==> src/rtl/bfg_pkg.sv <==
// Shared constants and types for the boot flash write guard.
// Assumes an 8-bit status byte layout; the field positions below are decoded by host software.
package bfg_pkg;

    // Boot device encoding on the select line.
    typedef enum logic {
        BOOT_DEFAULT  = 1'b0,
        BOOT_RECOVERY = 1'b1
    } boot_dev_e;

    // Synchronized select-related switch and controller inputs.
    typedef struct packed {
        logic mc_sel;
        logic man_sel;
        logic man_en;
        logic pkg;
    } sel_in_t;

    // Status byte field positions.
    localparam int STAT_PKG_BIT     = 4;
    localparam int STAT_MAN_EN_BIT  = 5;
    localparam int STAT_MAN_SEL_BIT = 6;
    localparam int STAT_MC_SEL_BIT  = 7;
    localparam int SEL_IN_W         = $bits(sel_in_t);

endpackage

==> src/rtl/bfg_sync.sv <==
// Two-stage synchronizer for a bus of independent slow inputs (switches, select lines).
// Assumes each bit is quasi-static, so bits may be resynchronized independently.
// The stages carry no reset, so switch values are already valid while reset is held.
module bfg_sync #(
    parameter int WIDTH = 4
) (
    input  logic             clk,
    input  logic             rst_n,
    input  logic [WIDTH-1:0] din,
    output logic [WIDTH-1:0] dout
);

    logic [WIDTH-1:0] stage1_q;
    logic [WIDTH-1:0] stage2_q;

    // Shift the asynchronous inputs through two flops.
    always_ff @(posedge clk) begin
        stage1_q <= din;
        stage2_q <= stage1_q;
    end

    assign dout = stage2_q;

    // Output equals the input from two edges earlier.
    assert_two_stage_R1: assert property (@(posedge clk) disable iff (!rst_n)
        $past(rst_n) |-> (dout == $past(din, 2)));

endmodule

==> src/rtl/bfg_wen_reg.sv <==
// Write-permission register for one boot flash.
// During reset it loads its synchronized switch default on every edge.
// After reset, a host write to OFFSET sets it to 1 when the data equals KEY and clears it to 0 otherwise.
// Assumes host_wr is a single-cycle strobe, synchronous to clk.
module bfg_wen_reg #(
    parameter int                 ADDR_W = 8,
    parameter int                 DATA_W = 8,
    parameter logic [ADDR_W-1:0]  OFFSET = '0,
    parameter logic [DATA_W-1:0]  KEY    = '0
) (
    input  logic              clk,
    input  logic              rst_n,
    input  logic              sw_def_i,
    input  logic              wr_i,
    input  logic [ADDR_W-1:0] addr_i,
    input  logic [DATA_W-1:0] data_i,
    output logic              wen_o
);

    logic wen_q;
    logic hit;
    logic key_ok;

    // Decode a write aimed at this register and compare its data against the unlock key.
    always_comb begin
        hit    = wr_i && (addr_i == OFFSET);
        key_ok = (data_i == KEY);
    end

    // Follow the switch during reset; afterwards only a host write changes the state.
    always_ff @(posedge clk) begin
        if (!rst_n) begin
            wen_q <= sw_def_i;
        end else if (hit) begin
            wen_q <= key_ok;
        end
    end

    assign wen_o = wen_q;

    // The unlock key opens the flash on the next edge.
    assert_unlock_R3: assert property (@(posedge clk) disable iff (!rst_n)
        (wr_i && addr_i == OFFSET && data_i == KEY) |=> wen_o);

    // Any other data closes it.
    assert_relock_R4: assert property (@(posedge clk) disable iff (!rst_n)
        (wr_i && addr_i == OFFSET && data_i != KEY) |=> !wen_o);

    // Without a write to this offset, the state holds after reset.
    assert_hold_R2: assert property (@(posedge clk) disable iff (!rst_n)
        !(wr_i && addr_i == OFFSET) |=> $stable(wen_o));

endmodule

==> src/rtl/bfg_select.sv <==
// Picks the boot device from the manual switch or the management controller line.
// Also returns the host read data: the status byte at STATUS_OFS and zero everywhere else.
// Assumes DATA_W is at least 8 and that all inputs are already synchronized.
module bfg_select
    import bfg_pkg::*;
#(
    parameter int                ADDR_W     = 8,
    parameter int                DATA_W     = 8,
    parameter logic [ADDR_W-1:0] STATUS_OFS = '0
) (
    input  logic              clk,
    input  logic              rst_n,
    input  sel_in_t           sel_i,
    input  logic [ADDR_W-1:0] addr_i,
    output logic [DATA_W-1:0] rdata_o,
    output logic              boot_sel_o
);

    boot_dev_e dev;

    // Choose the boot device source according to the manual-enable switch.
    always_comb begin
        if (sel_i.man_en) begin
            dev = boot_dev_e'(sel_i.man_sel);
        end else begin
            dev = boot_dev_e'(sel_i.mc_sel);
        end
        boot_sel_o = (dev == BOOT_RECOVERY);
    end

    // Assemble read data; every address except the status offset reads zero.
    always_comb begin
        rdata_o = '0;
        if (addr_i == STATUS_OFS) begin
            rdata_o[STAT_PKG_BIT]     = sel_i.pkg;
            rdata_o[STAT_MAN_EN_BIT]  = sel_i.man_en;
            rdata_o[STAT_MAN_SEL_BIT] = sel_i.man_sel;
            rdata_o[STAT_MC_SEL_BIT]  = sel_i.mc_sel;
        end
    end

    // The select output agrees with the source that the status byte shows.
    assert_mux_agrees_R7: assert property (@(posedge clk) disable iff (!rst_n)
        (addr_i == STATUS_OFS) |->
        (boot_sel_o == (rdata_o[STAT_MAN_EN_BIT] ? rdata_o[STAT_MAN_SEL_BIT]
                                                 : rdata_o[STAT_MC_SEL_BIT])));

    // The low status bits are padding and read as zero.
    assert_status_pad_R8: assert property (@(posedge clk) disable iff (!rst_n)
        (addr_i == STATUS_OFS) |-> (rdata_o[3:0] == 4'h0));

endmodule

==> src/rtl/boot_flash_guard.sv <==
// Top level of the boot flash write guard.
// Synchronizes the board inputs, holds one write-permission register per flash,
// and drives the boot device select and the host read data.
// Assumes the host bus gives a single-cycle write strobe and a combinational read.
module boot_flash_guard
    import bfg_pkg::*;
#(
    parameter int                ADDR_W     = 8,
    parameter int                DATA_W     = 8,
    parameter int                NUM_FLASH  = 2,
    parameter logic [ADDR_W-1:0] STATUS_OFS = 8'h40,
    parameter logic [ADDR_W-1:0] WEN_BASE   = 8'h41,
    parameter logic [DATA_W-1:0] UNLOCK_KEY = 8'hC3
) (
    input  logic                 clk,
    input  logic                 rst_n,
    input  logic [NUM_FLASH-1:0] sw_wp_i,
    input  logic                 sw_pkg_i,
    input  logic                 sw_man_en_i,
    input  logic                 sw_man_sel_i,
    input  logic                 mc_sel_i,
    input  logic                 host_wr_i,
    input  logic [ADDR_W-1:0]    host_addr_i,
    input  logic [DATA_W-1:0]    host_wdata_i,
    output logic [DATA_W-1:0]    host_rdata_o,
    output logic [NUM_FLASH-1:0] flash_wen_o,
    output logic                 boot_sel_o
);

    localparam int SYNC_W = NUM_FLASH + SEL_IN_W;

    logic [SYNC_W-1:0]    raw_in;
    logic [SYNC_W-1:0]    sync_in;
    logic [NUM_FLASH-1:0] sw_wp_s;
    sel_in_t              sel_s;

    // Gather every slow input into one bus for synchronization.
    always_comb begin
        raw_in = {mc_sel_i, sw_man_sel_i, sw_man_en_i, sw_pkg_i, sw_wp_i};
    end

    bfg_sync #(
        .WIDTH (SYNC_W)
    ) u_sync (
        .clk   (clk),
        .rst_n (rst_n),
        .din   (raw_in),
        .dout  (sync_in)
    );

    // Split the synchronized bus back into its fields.
    always_comb begin
        sw_wp_s = sync_in[NUM_FLASH-1:0];
        sel_s   = sel_in_t'(sync_in[SYNC_W-1:NUM_FLASH]);
    end

    // One write-permission register per flash, at consecutive offsets.
    for (genvar gi = 0; gi < NUM_FLASH; gi++) begin : g_wen
        bfg_wen_reg #(
            .ADDR_W (ADDR_W),
            .DATA_W (DATA_W),
            .OFFSET (WEN_BASE + ADDR_W'(gi)),
            .KEY    (UNLOCK_KEY)
        ) u_wen (
            .clk      (clk),
            .rst_n    (rst_n),
            .sw_def_i (sw_wp_s[gi]),
            .wr_i     (host_wr_i),
            .addr_i   (host_addr_i),
            .data_i   (host_wdata_i),
            .wen_o    (flash_wen_o[gi])
        );
    end

    bfg_select #(
        .ADDR_W     (ADDR_W),
        .DATA_W     (DATA_W),
        .STATUS_OFS (STATUS_OFS)
    ) u_select (
        .clk        (clk),
        .rst_n      (rst_n),
        .sel_i      (sel_s),
        .addr_i     (host_addr_i),
        .rdata_o    (host_rdata_o),
        .boot_sel_o (boot_sel_o)
    );

    // A write to the status or any unmapped offset leaves every permission bit unchanged.
    assert_foreign_write_R9: assert property (@(posedge clk) disable iff (!rst_n)
        (host_wr_i && (host_addr_i < WEN_BASE ||
                       host_addr_i >= WEN_BASE + ADDR_W'(NUM_FLASH)))
        |=> $stable(flash_wen_o));

endmodule

==> config.mk <==
export PLATFORM = sky130hd
export DESIGN_NAME = boot_flash_guard
export DESIGN_NICKNAME = d
export VERILOG_FILES = /design/src/rtl/bfg_pkg.sv /design/src/rtl/bfg_sync.sv /design/src/rtl/bfg_wen_reg.sv /design/src/rtl/bfg_select.sv /design/src/rtl/boot_flash_guard.sv
export SDC_FILE = /design/constraint.sdc
export NUM_CORES = 1
export LEC_CHECK = 0
export BUFFER_PORTS_ARGS = -buffer_cell sky130_fd_sc_hd__buf_2
export CAP_MARGIN = 10
export CORE_MARGIN = 2
export CORE_UTILIZATION = 37
export DETAILED_ROUTE_END_ITERATION = 6
export PLACE_DENSITY = 0.74
export RECOVER_POWER = 100
export REMOVE_ABC_BUFFERS = 1
export SLEW_MARGIN = 20
export SYNTH_ARGS = -nofsm -noshare
export SYNTH_HDL_FRONTEND = slang
export SYNTH_SLANG_ARGS = --single-unit
==> constraint.sdc <==
create_clock -name clk -period 1.5 [get_ports clk]
set_input_delay 0.15 -clock clk [delete_from_list [all_inputs] [get_ports clk]]
set_output_delay 0.15 -clock clk [all_outputs]
set_load 0.01 [all_outputs]
== Yosys cells after proc, flatten, opt, wreduce, memory -nomap -nowiden ==
Index checks and enable logic that the tools add are counted.

* Flip-flop bits (word level): 14
* Word-level logic and storage cells: 18

* Eq/ne operators: 6
* Multiplexer cells: 6
* Reductions and logical operators: 2

{| class="wikitable"
|+ Operators by type and width
! kind !! number
|-
| $eq 8x7->1 const B || 3
|-
| $eq 8x8->1 const B || 1
|-
| $mux 1 || 5
|-
| $mux 4 || 1
|-
| $ne 2x1->1 const B || 2
|-
| $logic_and 1x1->1 || 2
|}

== Depth between registers and ports, before layout ==
Gate-level depths: netlist of the first run.

* Word-level depth: 4
* Mapped depth: 3
* Mapped depth without buffers: 2

== Modules after synthesis ==
A second synthesis of the first run with hierarchy kept.

* Cells, all modules: 47
* Area total of the unflattened synthesis: 525.5 um2

{| class="wikitable"
|+ By module, submodules not included
! module !! times used !! cells an instance !! area each (um2) !! seq. area each (um2)
|-
| bfg_sync || 1 || 12 || 240.2 || 240.2
|-
| bfg_wen_reg || 2 || 9 || 95.1 || 30.0
|-
| bfg_select || 1 || 17 || 95.1 || 0.0
|}

== Worst setup path after synthesis of the first run ==
No wires, ideal clock.

* Path kind: input to output
* Start: input port host_addr_i[3]
* End: output port host_rdata_o[4]
* Arrival time: 1.284 ns
* Required time: 1.350 ns
* Path slack: 0.066 ns
* Stages on the path: 3
* Buffers on the path: 1
* Cells stage by stage: or4_1 buf_2 nor4b_1

* Cells in the longest elaborated chain, start to end: 2

{| class="wikitable"
|+ RTL lines
! item !! line !! source
|-
| start: declaration || boot_flash_guard.sv:23 || <nowiki>input logic [ADDR_W-1:0] host_addr_i,</nowiki>
|-
| $eq 8x7->1 || bfg_select.sv:34 || <nowiki>if (addr_i == STATUS_OFS) begin</nowiki>
|-
| $mux 4 || bfg_select.sv:34 ||
|-
| end: declaration || boot_flash_guard.sv:25 || <nowiki>output logic [DATA_W-1:0] host_rdata_o,</nowiki>
|}

Every way passes these cells.

== Worst setup path in the final report of the first run ==
* Start: input port host_addr_i[3]
* End: output port host_rdata_o[6]

Same word-level chain as after synthesis.

==> summary.txt, run 1 <==
Logic synthesis
  – Seq cells post-synth: 14
  – Cell Area, Synth: 500 um^2
  – Syn. warnings: 0
  – Synth Area in Adders: 0
  – Seq/Total Area, Yosys: 0.600
  – Synth top area share: 0.480
  – Main combinational cell family by area after synthesis: simple AND/OR/NAND/NOR gates
  – Largest cells by area after synthesis: dfxtp_1 (48%), edfxtp_1 (12%), buf_4 (9.0%)
  – XOR/XNOR share of the synthesized area: 0
  – Synth cell types: 19
  – Syn Inst Count: 43
  – Compound-Gate Fraction of Synth Area: 0.0925
  – Multiplexer share of the synthesized area: 0
  – Mean Syn Cell Area: 11.6 um^2
  – Post-synthesis simple-gate area fraction: 0.178
  – Area leader, netlist: dfxtp_1

Worst setup path
  – CP endpoint kind: output port
  – Worst setup path class: in -> out
  – Arr. time, crit path: 1.28 ns
  – Worst R2R Start: u_sync.dout[0]
  – CP max FO: 6
  – WP data required: 1.35 ns
  – Reg2reg path depth: 2
  – Setup slack, reg-to-reg: 0.85 ns
  – Terminus of the critical flop-to-flop path: g_wen[0].u_wen.wen_o
  – Critical path launch point type: primary input

CTS
  – Clk buf depth: 2
  – CTS clock-pin slew for the worst setup and hold paths: 0.08 ns
  – Clock root cell: clkbuf_4
  – Total clock sinks: 14
  – Post CTS Setup Buffer Count: 0
  – Clk_lat worst skew: 0.27 ns
  – TritonCTS Buffers: 3
  – CTS H-tree depth: 1
  – TritonCTS clock tree: yes

Cells and area
  – Filler Cells Inserted: 120
  – Share of layout cells above drive strength 1: 0.463
  – Synth-to-Final Area Change: 46.5%
  – Final net count: 106
  – # diodes: 0

Run status
  – Status: finished, final reports clean

STA
  – Clk_skew: 0.00909 ns
  – Minimum clock period: 1.43 ns
  – Final Hold Vio Count: 0
  – Final hold slack: 0.201 ns
  – RSZ-0062 raised after global routing: no
  – Finish-stage setup viols: 0
  – Max Freq: 698 MHz
  – Final worst slack: 0.0667 ns
  – Final Max Slew Viols: 0
  – Final period util: 0.956

Detailed routing
  – First-pass DRT Iterations: 1
  – Residual DRC: 0
  – Total number of vias: 418
  – DRT iter0 DRCs: 0
  – WL final: 916 um
  – WL/cell: 9.64 um
  – Vias per cell: 4.40
  – Final ANT Viol Nets: 0

GRT
  – First-pass GRT wire length: 1260 um
  – Largest net degree at the start of global routing: 9
  – Met1 Track Usage GR: 0.102
  – GR peak layer: met2
  – GRT overflow: 0
  – Initial antenna violation count: 0
  – Met3 usage: 0.0326
  – Total track usage: 0.120
  – Vias in the first global route: 371
  – Grt met2 use: 0.234

Worst hold path
  – Hold Path Class: in -> reg
  – Worst Hold End: g_wen[0].u_wen.wen_o
  – Hold_sp: rst_n
  – Worst Hold Depth: 2

Die
  – Io pins: 36
  – Die Area: 1660 um^2
  – Die X: 40.8 um
  – Core area: 1280 um^2
  – Die Ht: 40.8 um
  – Site Rows: 13
  – Initial Util: 0.389

Place
  – Gpl congestion: 0.586
  – Port Buf Inserts: 31
  – Setup WS pre-CTS: -0.0979 ns

Power and ir drop
  – Pleak: 0.337 nW
  – PD cells: 946 nW/um^2
  – Worst vdd ir: 477 uV

Run
  – Max Cap Viol: 0
registers in the layout, indices dropped and copies added (netlist names):
register           count
u_sync.dout            6
g_wen.u_wen.wen_o      2
u_sync.stage1_q        6
cell usage in the layout, fill, tap and decap left out, types with 3 or more instances in the layout:
| master | instances |
|---|---|
| inv_1 | 3 |
| clkbuf_2 | 3 |
| conb_1 | 4 |
| buf_2 | 25 |
| clkbuf_4 | 3 |
| dfxtp_1 | 12 |
| dlygate4sd3_1 | 6 |
| clkbuf_1 | 4 |
| nand2_1 | 3 |
worst max-delay path: stages:
cell	delay [ns]
buf_2	0.09
or4_4	0.58
nor4b_1	0.29
buf_2	0.18
report_power, final:
part,internal [W],leakage (nW),switching (W)
registers,0.000401,0.122,0.00000508
clock network,0.000103,0.0150,0.000106
logic,0.0000449,0.200,0.0000338
metal layers:
metal | vias up | routed length [um]
li1 | 215 | -
met1 | 180 | 348
met2 | 21 | 480
met3 | 2 | 69
met4 | 0 | 17
met5 | - | 0
cells in the mapped netlist:
master / instances
or2_2: 1
inv_1: 3
edfxtp_1: 2
o21ai_0: 1
nor4_1: 1
nor4b_1: 3
nand4bb_1: 1
o31ai_1: 1
o32ai_1: 2
buf_2: 1
o41ai_2: 1
buf_4: 6
nand3_1: 1
or4_1: 1
or3b_2: 1
nand2b_1: 1
dfxtp_1: 12
nand2_1: 3
conb_1: 1
cells by family (layout without fill, tap and decap cells):
kind of cell,Yosys count,after routing
compound gates,5,5
other cells,1,4
buf+inv,10,44
flops,14,14
simple gates,13,13
worst max-delay path by stage:
stage / from / endpoint / slack, ns / cells after the start
global route: host_addr_i[3] / host_rdata_o[6] / 0.01 / 4
finish: host_addr_i[3] / host_rdata_o[6] / 0.07 / 4
floorplan: host_addr_i[3] / host_rdata_o[4] / 0.07 / 2
global placement: host_addr_i[3] / g_wen[1].u_wen.wen_o / -0.08 / 3
detailed placement: host_addr_i[3] / g_wen[1].u_wen.wen_o / -0.1 / 3
CTS: host_addr_i[3] / host_rdata_o[6] / 0.05 / 4
per-stage QoR:
step | TNS [ns] | utilization | area [um^2] | power, W | std cells
floorplan | 0 | - | 462 | 0.000439 | 39
global placement | -0.258 | 0.495 | 636 | 0.000477 | 85
detailed placement | -0.260 | 0.495 | 636 | 0.000480 | 85
CTS | 0 | 0.570 | 732 | 0.000706 | 95
global route | 0 | 0.571 | 733 | 0.000732 | 95
finish | 0 | 0.571 | 733 | 0.000694 | 95
cell type report:
cell class	count	area [um^2]	share of cell area
repair buffers	37	211	0.288
clock buffers	4	26.3	0.0358
flip-flops and latches	14	300	0.410
well taps	15	18.8	0.0256
inverters	3	11.3	0.0154
multi-input cells	22	165	0.225
repair_timing:
action,CTS,global route
setup endpoints to repair,4,2
pin swaps,0,0
hold buffers,6,0
gates resized for setup,2,2
endpoints found under the hold margin,6,0
No activity file was read; power rests on OpenSTA's default activity.
==> run 2: changes to the inputs <==
--- a/config.mk
+++ b/config.mk
@@ -8,9 +8,9 @@
 export BUFFER_PORTS_ARGS = -buffer_cell sky130_fd_sc_hd__buf_2
 export CAP_MARGIN = 10
 export CORE_MARGIN = 2
-export CORE_UTILIZATION = 37
+export CORE_UTILIZATION = 34
 export DETAILED_ROUTE_END_ITERATION = 6
-export PLACE_DENSITY = 0.74
+export PLACE_DENSITY = 0.71
 export RECOVER_POWER = 100
 export REMOVE_ABC_BUFFERS = 1
 export SLEW_MARGIN = 20
==> constraint.sdc (replaced) <==
create_clock -name clk -period 1.3 [get_ports clk]
set_input_delay 0.13 -clock clk [delete_from_list [all_inputs] [get_ports clk]]
set_output_delay 0.13 -clock clk [all_outputs]
set_load 0.01 [all_outputs]
==> summary.txt, run 2 (synthesis gave the netlist of run 1 again) <==
GRT
  – Initial antenna violation count: 0
  – Largest net degree at the start of global routing: 9
  – Vias in the first global route: 406
  – GRT overflow: 0
  – First-pass GRT wire length: 1540 um
  – Total track usage: 0.117

Die
  – Io pins: 36
  – Die X: 42.4 um
  – Site Rows: 13
  – Core area: 1330 um^2
  – Die Area: 1790 um^2
  – Die Ht: 42.4 um
  – Initial Util: 0.375

Power and ir drop
  – Design Power: 0.000808 W
  – Pleak: 0.362 nW
  – PD cells: 1040 nW/um^2
  – Worst vdd ir: 887 uV

Cells and area
  – Commonest non-fill, non-tap cells in the layout: buf_2 (26), dfxtp_1 (12), dlygate4sd3_1 (6)
  – Share of layout cells above drive strength 1: 0.494
  – Final core occ: 0.581
  – # diodes: 0
  – Filler Cells Inserted: 120
  – Most common cell after layout, fill and taps aside: buf_2
  – Final non-filler cell total: 96
  – Seq. cell area: 300 um^2
  – Final net count: 107
  – Multi-input logic area: 193 um^2
  – Synth-to-Final Area Change: 54.8%

CTS
  – TritonCTS Buffers: 3
  – Clk buf depth: 2
  – Clk_lat worst skew: 0.27 ns
  – Clock root cell: clkbuf_4
  – TritonCTS clock tree: yes
  – CTS H-tree depth: 1
  – Total clock sinks: 14
  – CTS clock-pin slew for the worst setup and hold paths: 0.08 ns

Detailed routing
  – Routed wl met2: 515 um
  – Met1 Routed Length: 347 um
  – Vias per cell: 4.32
  – Top Metal Used: met4
  – WL final: 966 um
  – First-pass DRT Iterations: 2
  – Total number of vias: 415
  – Final ANT Viol Nets: 0
  – WL/cell: 10.1 um
  – Routed length on met3: 91 um
  – DRT iter0 DRCs: 4
  – Residual DRC: 0

Worst hold path
  – Hold Path Class: in -> reg

Run status
  – Status: finished, violations left
  – Failing checks: setup timing

Worst setup path
  – Worst setup path class: in -> reg
  – CP max FO: 5
  – CP endpoint kind: flop
  – Arr. time, crit path: 1.28 ns
  – WP data required: 1.26 ns
  – Critical path launch point type: primary input

STA
  – Minimum clock period: 1.32 ns
  – RSZ-0062 raised after global routing: yes
  – Final worst slack: -0.0208 ns
  – Finish-stage setup viols: 4
  – Final Max Slew Viols: 0
  – Max Freq: 757 MHz
  – Final Hold Vio Count: 0
  – Final period util: 1.02
  – Setup TNS: -0.0612 ns
  – Clk_skew: 0.00491 ns

Place
  – Setup WS pre-CTS: -0.245 ns
  – Placed Cells incl. Taps: 85
  – Gpl congestion: 0.643
  – Port Buf Inserts: 31

Run
  – Max Cap Viol: 0
## run 2: final timing paths
kind | start | endpoint | slack (ns) | cells past startpoint
min | rst_n | g_wen[1].u_wen.wen_o | 0.17 | 2
max reg2reg | u_sync.dout[1] | g_wen[1].u_wen.wen_o | 0.65 | 2
min reg2reg | u_sync.stage1_q[2] | u_sync.dout[2] | 0.33 | 0
max | host_addr_i[4] | g_wen[1].u_wen.wen_o | -0.02 | 4
## run 2: repair_timing
action	4_1_cts	5_1_grt
endpoints found under the setup margin	4	4
hold buffers	6	0
buffers inserted	1	0
endpoints found under the hold margin	6	0
gates resized for setup	7	1
pin swaps	5	0
## run 2: per-layer routing
| metal | global-route usage | vias up |
|---|---|---|
| li1 | - | 217 |
| met1 | 0.117 | 175 |
| met2 | 0.197 | 21 |
| met3 | 0.0647 | 2 |
| met4 | 0.0563 | 0 |
| met5 | 0 | - |
## run 2: critical path: stages
cell     delay [ns]
buf_6          0.09
or4_4          0.57
buf_4          0.17
o41ai_4        0.32
## run 2: final cells by class
type	count	area share
Clock buffer	4	0.0339
Inverter	3	0.0145
Multi-Input combinational cell	22	0.249
Sequential cell	14	0.388
Tap cell	15	0.0242
Timing Repair Buffer	38	0.291
## run 2: report_power, final
| group | leakage [nW] | internal [W] | switching, W | total, W |
|---|---|---|---|---|
| Sequential | 0.122 | 0.000462 | 0.00000548 | 0.000467 |
| Combinational | 0.225 | 0.0000577 | 0.0000431 | 0.000101 |
| Clock | 0.0150 | 0.000119 | 0.000121 | 0.000240 |
## run 2: metrics by stage
| stage | instance area (um^2) | hold WS (ns) |
|---|---|---|
| 2_1_floorplan | 462 | 0.158 |
| 3_3_place_gp | 636 | 0.232 |
| 3_5_place_dp | 636 | 0.234 |
| 4_1_cts | 767 | 0.148 |
| 5_1_grt | 774 | 0.145 |
| 6_report | 774 | 0.166 |
==> run 3: changes to the inputs <==
--- a/config.mk
+++ b/config.mk
@@ -5,12 +5,13 @@
 export SDC_FILE = /design/constraint.sdc
 export NUM_CORES = 1
 export LEC_CHECK = 0
+export ABC_AREA = 1
 export BUFFER_PORTS_ARGS = -buffer_cell sky130_fd_sc_hd__buf_2
 export CAP_MARGIN = 10
 export CORE_MARGIN = 2
-export CORE_UTILIZATION = 34
+export CORE_UTILIZATION = 36
 export DETAILED_ROUTE_END_ITERATION = 6
-export PLACE_DENSITY = 0.71
+export PLACE_DENSITY = 0.72
 export RECOVER_POWER = 100
 export REMOVE_ABC_BUFFERS = 1
 export SLEW_MARGIN = 20
==> summary.txt, run 3 <==
Logic synthesis
  – Ys async rst share: 0
  – Seq cells post-synth: 14
  – Main synth FF type: dfxtp_1
  – Largest cells by area after synthesis: dfxtp_1 (41%), edfxtp_1 (10%), nand2_1 (9.7%)
  – Syn Inst Count: 67
  – Seq/Total Area, Yosys: 0.518
  – Cell Area, Synth: 579 um^2
  – Most frequent cells after synthesis: nand2_1 (15), inv_1 (14), dfxtp_1 (12)
  – Top-count cell post-synth: nand2_1
  – Syn. warnings: 0
  – Mean Syn Cell Area: 8.65 um^2
  – Area leader, netlist: dfxtp_1
  – Post-synth EDFFs: 2
  – Synth top area share: 0.415
  – Synth cell types: 14

Worst setup path
  – CP max FO: 3
  – Reg2reg path depth: 2
  – Setup slack, reg-to-reg: 0.65 ns
  – Terminus of the critical flop-to-flop path: g_wen[0].u_wen.wen_o
  – Critical-path top delay cell: dfxtp_1
  – CP endpoint kind: output port
  – Arr. time, crit path: 0.98 ns
  – Worst setup path class: reg -> out
  – Crit-path cells: inv_1, nor3_2, clkbuf_1
  – Worst stage delay on the critical path: 0.34 ns
  – Worst R2R Start: u_sync.dout[0]
  – WP data required: 1.17 ns
  – Origin of the worst setup path: u_sync.dout[3]
  – Critical path launch point type: flop

Detailed routing
  – Final ANT Viol Nets: 0
  – First-pass DRT Iterations: 2
  – Total number of vias: 482
  – Vias per cell: 3.98
  – WL/cell: 7.64 um
  – DRT iter0 DRCs: 7
  – WL final: 924 um
  – Residual DRC: 0

STA
  – Final period util: 0.853
  – Final Max Slew Viols: 0
  – RSZ-0062 raised after global routing: no
  – Finish-stage setup viols: 0
  – Setup TNS: 0 ns
  – Max Freq: 902 MHz
  – Final Hold Vio Count: 0
  – Clk_skew: 0.0128 ns
  – Minimum clock period: 1.11 ns
  – Final worst slack: 0.191 ns

GRT
  – Total track usage: 0.116
  – GRT overflow: 0
  – Vias in the first global route: 438
  – Largest net degree at the start of global routing: 9
  – First-pass GRT wire length: 1580 um
  – Initial antenna violation count: 0

Cells and area
  – Share of layout cells above drive strength 1: 0.324
  – Most common cell after layout, fill and taps aside: buf_2
  – Synth-to-Final Area Change: 35.6%
  – Commonest non-fill, non-tap cells in the layout: buf_2 (24), nand2_1 (15), inv_1 (14)
  – Final net count: 131
  – # diodes: 0

Worst hold path
  – Worst Hold End: g_wen[1].u_wen.wen_o
  – Worst Hold Depth: 2
  – Hold Path Class: in -> reg
  – Hold_sp: rst_n

Place
  – Port Buf Inserts: 31
  – Setup WS pre-CTS: 0.351 ns
  – Gpl congestion: 0.614
  – DP Wirelength: 764 um

Power and ir drop
  – Sw Ratio: 0.216
  – Clk pwr share: 0.299
  – Int Pwr: 0.000633 W
  – Flop pwr share: 0.580
  – PD cells: 1030 nW/um^2
  – Logic gate share of total power: 0.120
  – Worst vdd ir: 879 uV
  – Sw power: 0.000175 W
  – Pleak: 0.417 nW

CTS
  – Clk_lat worst skew: 0.28 ns
  – Clock root cell: clkbuf_4
  – TritonCTS Buffers: 3
  – TritonCTS clock tree: yes
  – Total clock sinks: 14
  – Post-cts gate resize count: 0
  – CTS H-tree depth: 1
  – CTS clock-pin slew for the worst setup and hold paths: 0.08 ns
  – Clk buf depth: 2

Die
  – Die X: 44.1 um
  – Die Ht: 44.1 um
  – Initial Util: 0.385
  – Io pins: 36
  – Die Area: 1950 um^2
  – Core area: 1510 um^2
  – Site Rows: 14

Run
  – Max Cap Viol: 0

Run status
  – Status: finished, final reports clean
## run 3: cell types whose count changed in the layout (fill, tap and decap cells not counted), sizes merged, moves of 2 or more
cell	delta
nand2	+12
inv	+11
nor3	+4
nor2	+8
buf	-4
o32ai	-2
nor4b	-3
clkbuf	+3
## run 3: worst max-delay path by stage
stage	endpoint	cells after the start
floorplan	g_wen[1].u_wen.wen_o	5
global placement	g_wen[1].u_wen.wen_o	6
detailed placement	g_wen[1].u_wen.wen_o	6
CTS	host_rdata_o[7]	3
global route	host_rdata_o[6]	3
finish	host_rdata_o[5]	3
## run 3: logic make-up (layout without fill, tap and decap cells)
kind of cell,Yosys count,in the layout,synth area share
and+or+nand+nor,31,31,0.298
DFF,14,14,0.518
AOI/OAI and AO/OA,1,1,0.00863
buffers and inverters,20,55,0.168
other,1,4,0.00647
## run 3: layer usage
| layer | share of wire | vias up | GRT usage |
|---|---|---|---|
| li1 | - | 264 | - |
| met1 | 0.36 | 192 | 0.120 |
| met2 | 0.50 | 22 | 0.182 |
| met3 | 0.10 | 4 | 0.0531 |
| met4 | 0.031 | 0 | 0.0909 |
| met5 | 0 | - | 0 |
## run 3: area by class of cell
cell class	instances	area, um^2
clock buffers	4	26.3
fillers	151	721
inverters	14	52.6
multi-input cells	36	180
flip-flops and latches	14	300
well taps	16	20.0
repair buffers	37	206
## run 3: power by group through the flow
| stage | clock [W] | combinational (W) | sequential (W) |
|---|---|---|---|
| CTS | 0.000251 | 0.000103 | 0.000469 |
| detailed placement | 0 | 0.0000893 | 0.000479 |
| finish | 0.000242 | 0.0000971 | 0.000469 |
| global placement | 0 | 0.0000870 | 0.000477 |
| floorplan | 0 | 0.0000411 | 0.000479 |
| global route | 0.000279 | 0.000111 | 0.000471 |
## run 3: metrics by stage
stage | total power [W] | hold slack (ns) | instances | util | instance area, um^2
2_1_floorplan | 0.000520 | 0.158 | 64 | - | 546
3_3_place_gp | 0.000564 | 0.232 | 111 | 0.478 | 721
3_5_place_dp | 0.000568 | 0.234 | 111 | 0.478 | 721
4_1_cts | 0.000823 | 0.143 | 121 | 0.536 | 807
5_1_grt | 0.000861 | 0.139 | 121 | 0.522 | 786
6_report | 0.000807 | 0.149 | 121 | 0.522 | 786
## run 3: critical path, delay by kind of cell (launching register included)
family                 cells  cell delay [ns]
buffers and inverters      2             0.22
and+or+nand+nor            1             0.15
DFF                        1             0.34
## run 3: what timing repair did
| action | in CTS | in global routing |
|---|---|---|
| endpoints found under the hold margin | 6 | 0 |
| setup buffers | 0 | 0 |
| hold buffers | 6 | 0 |
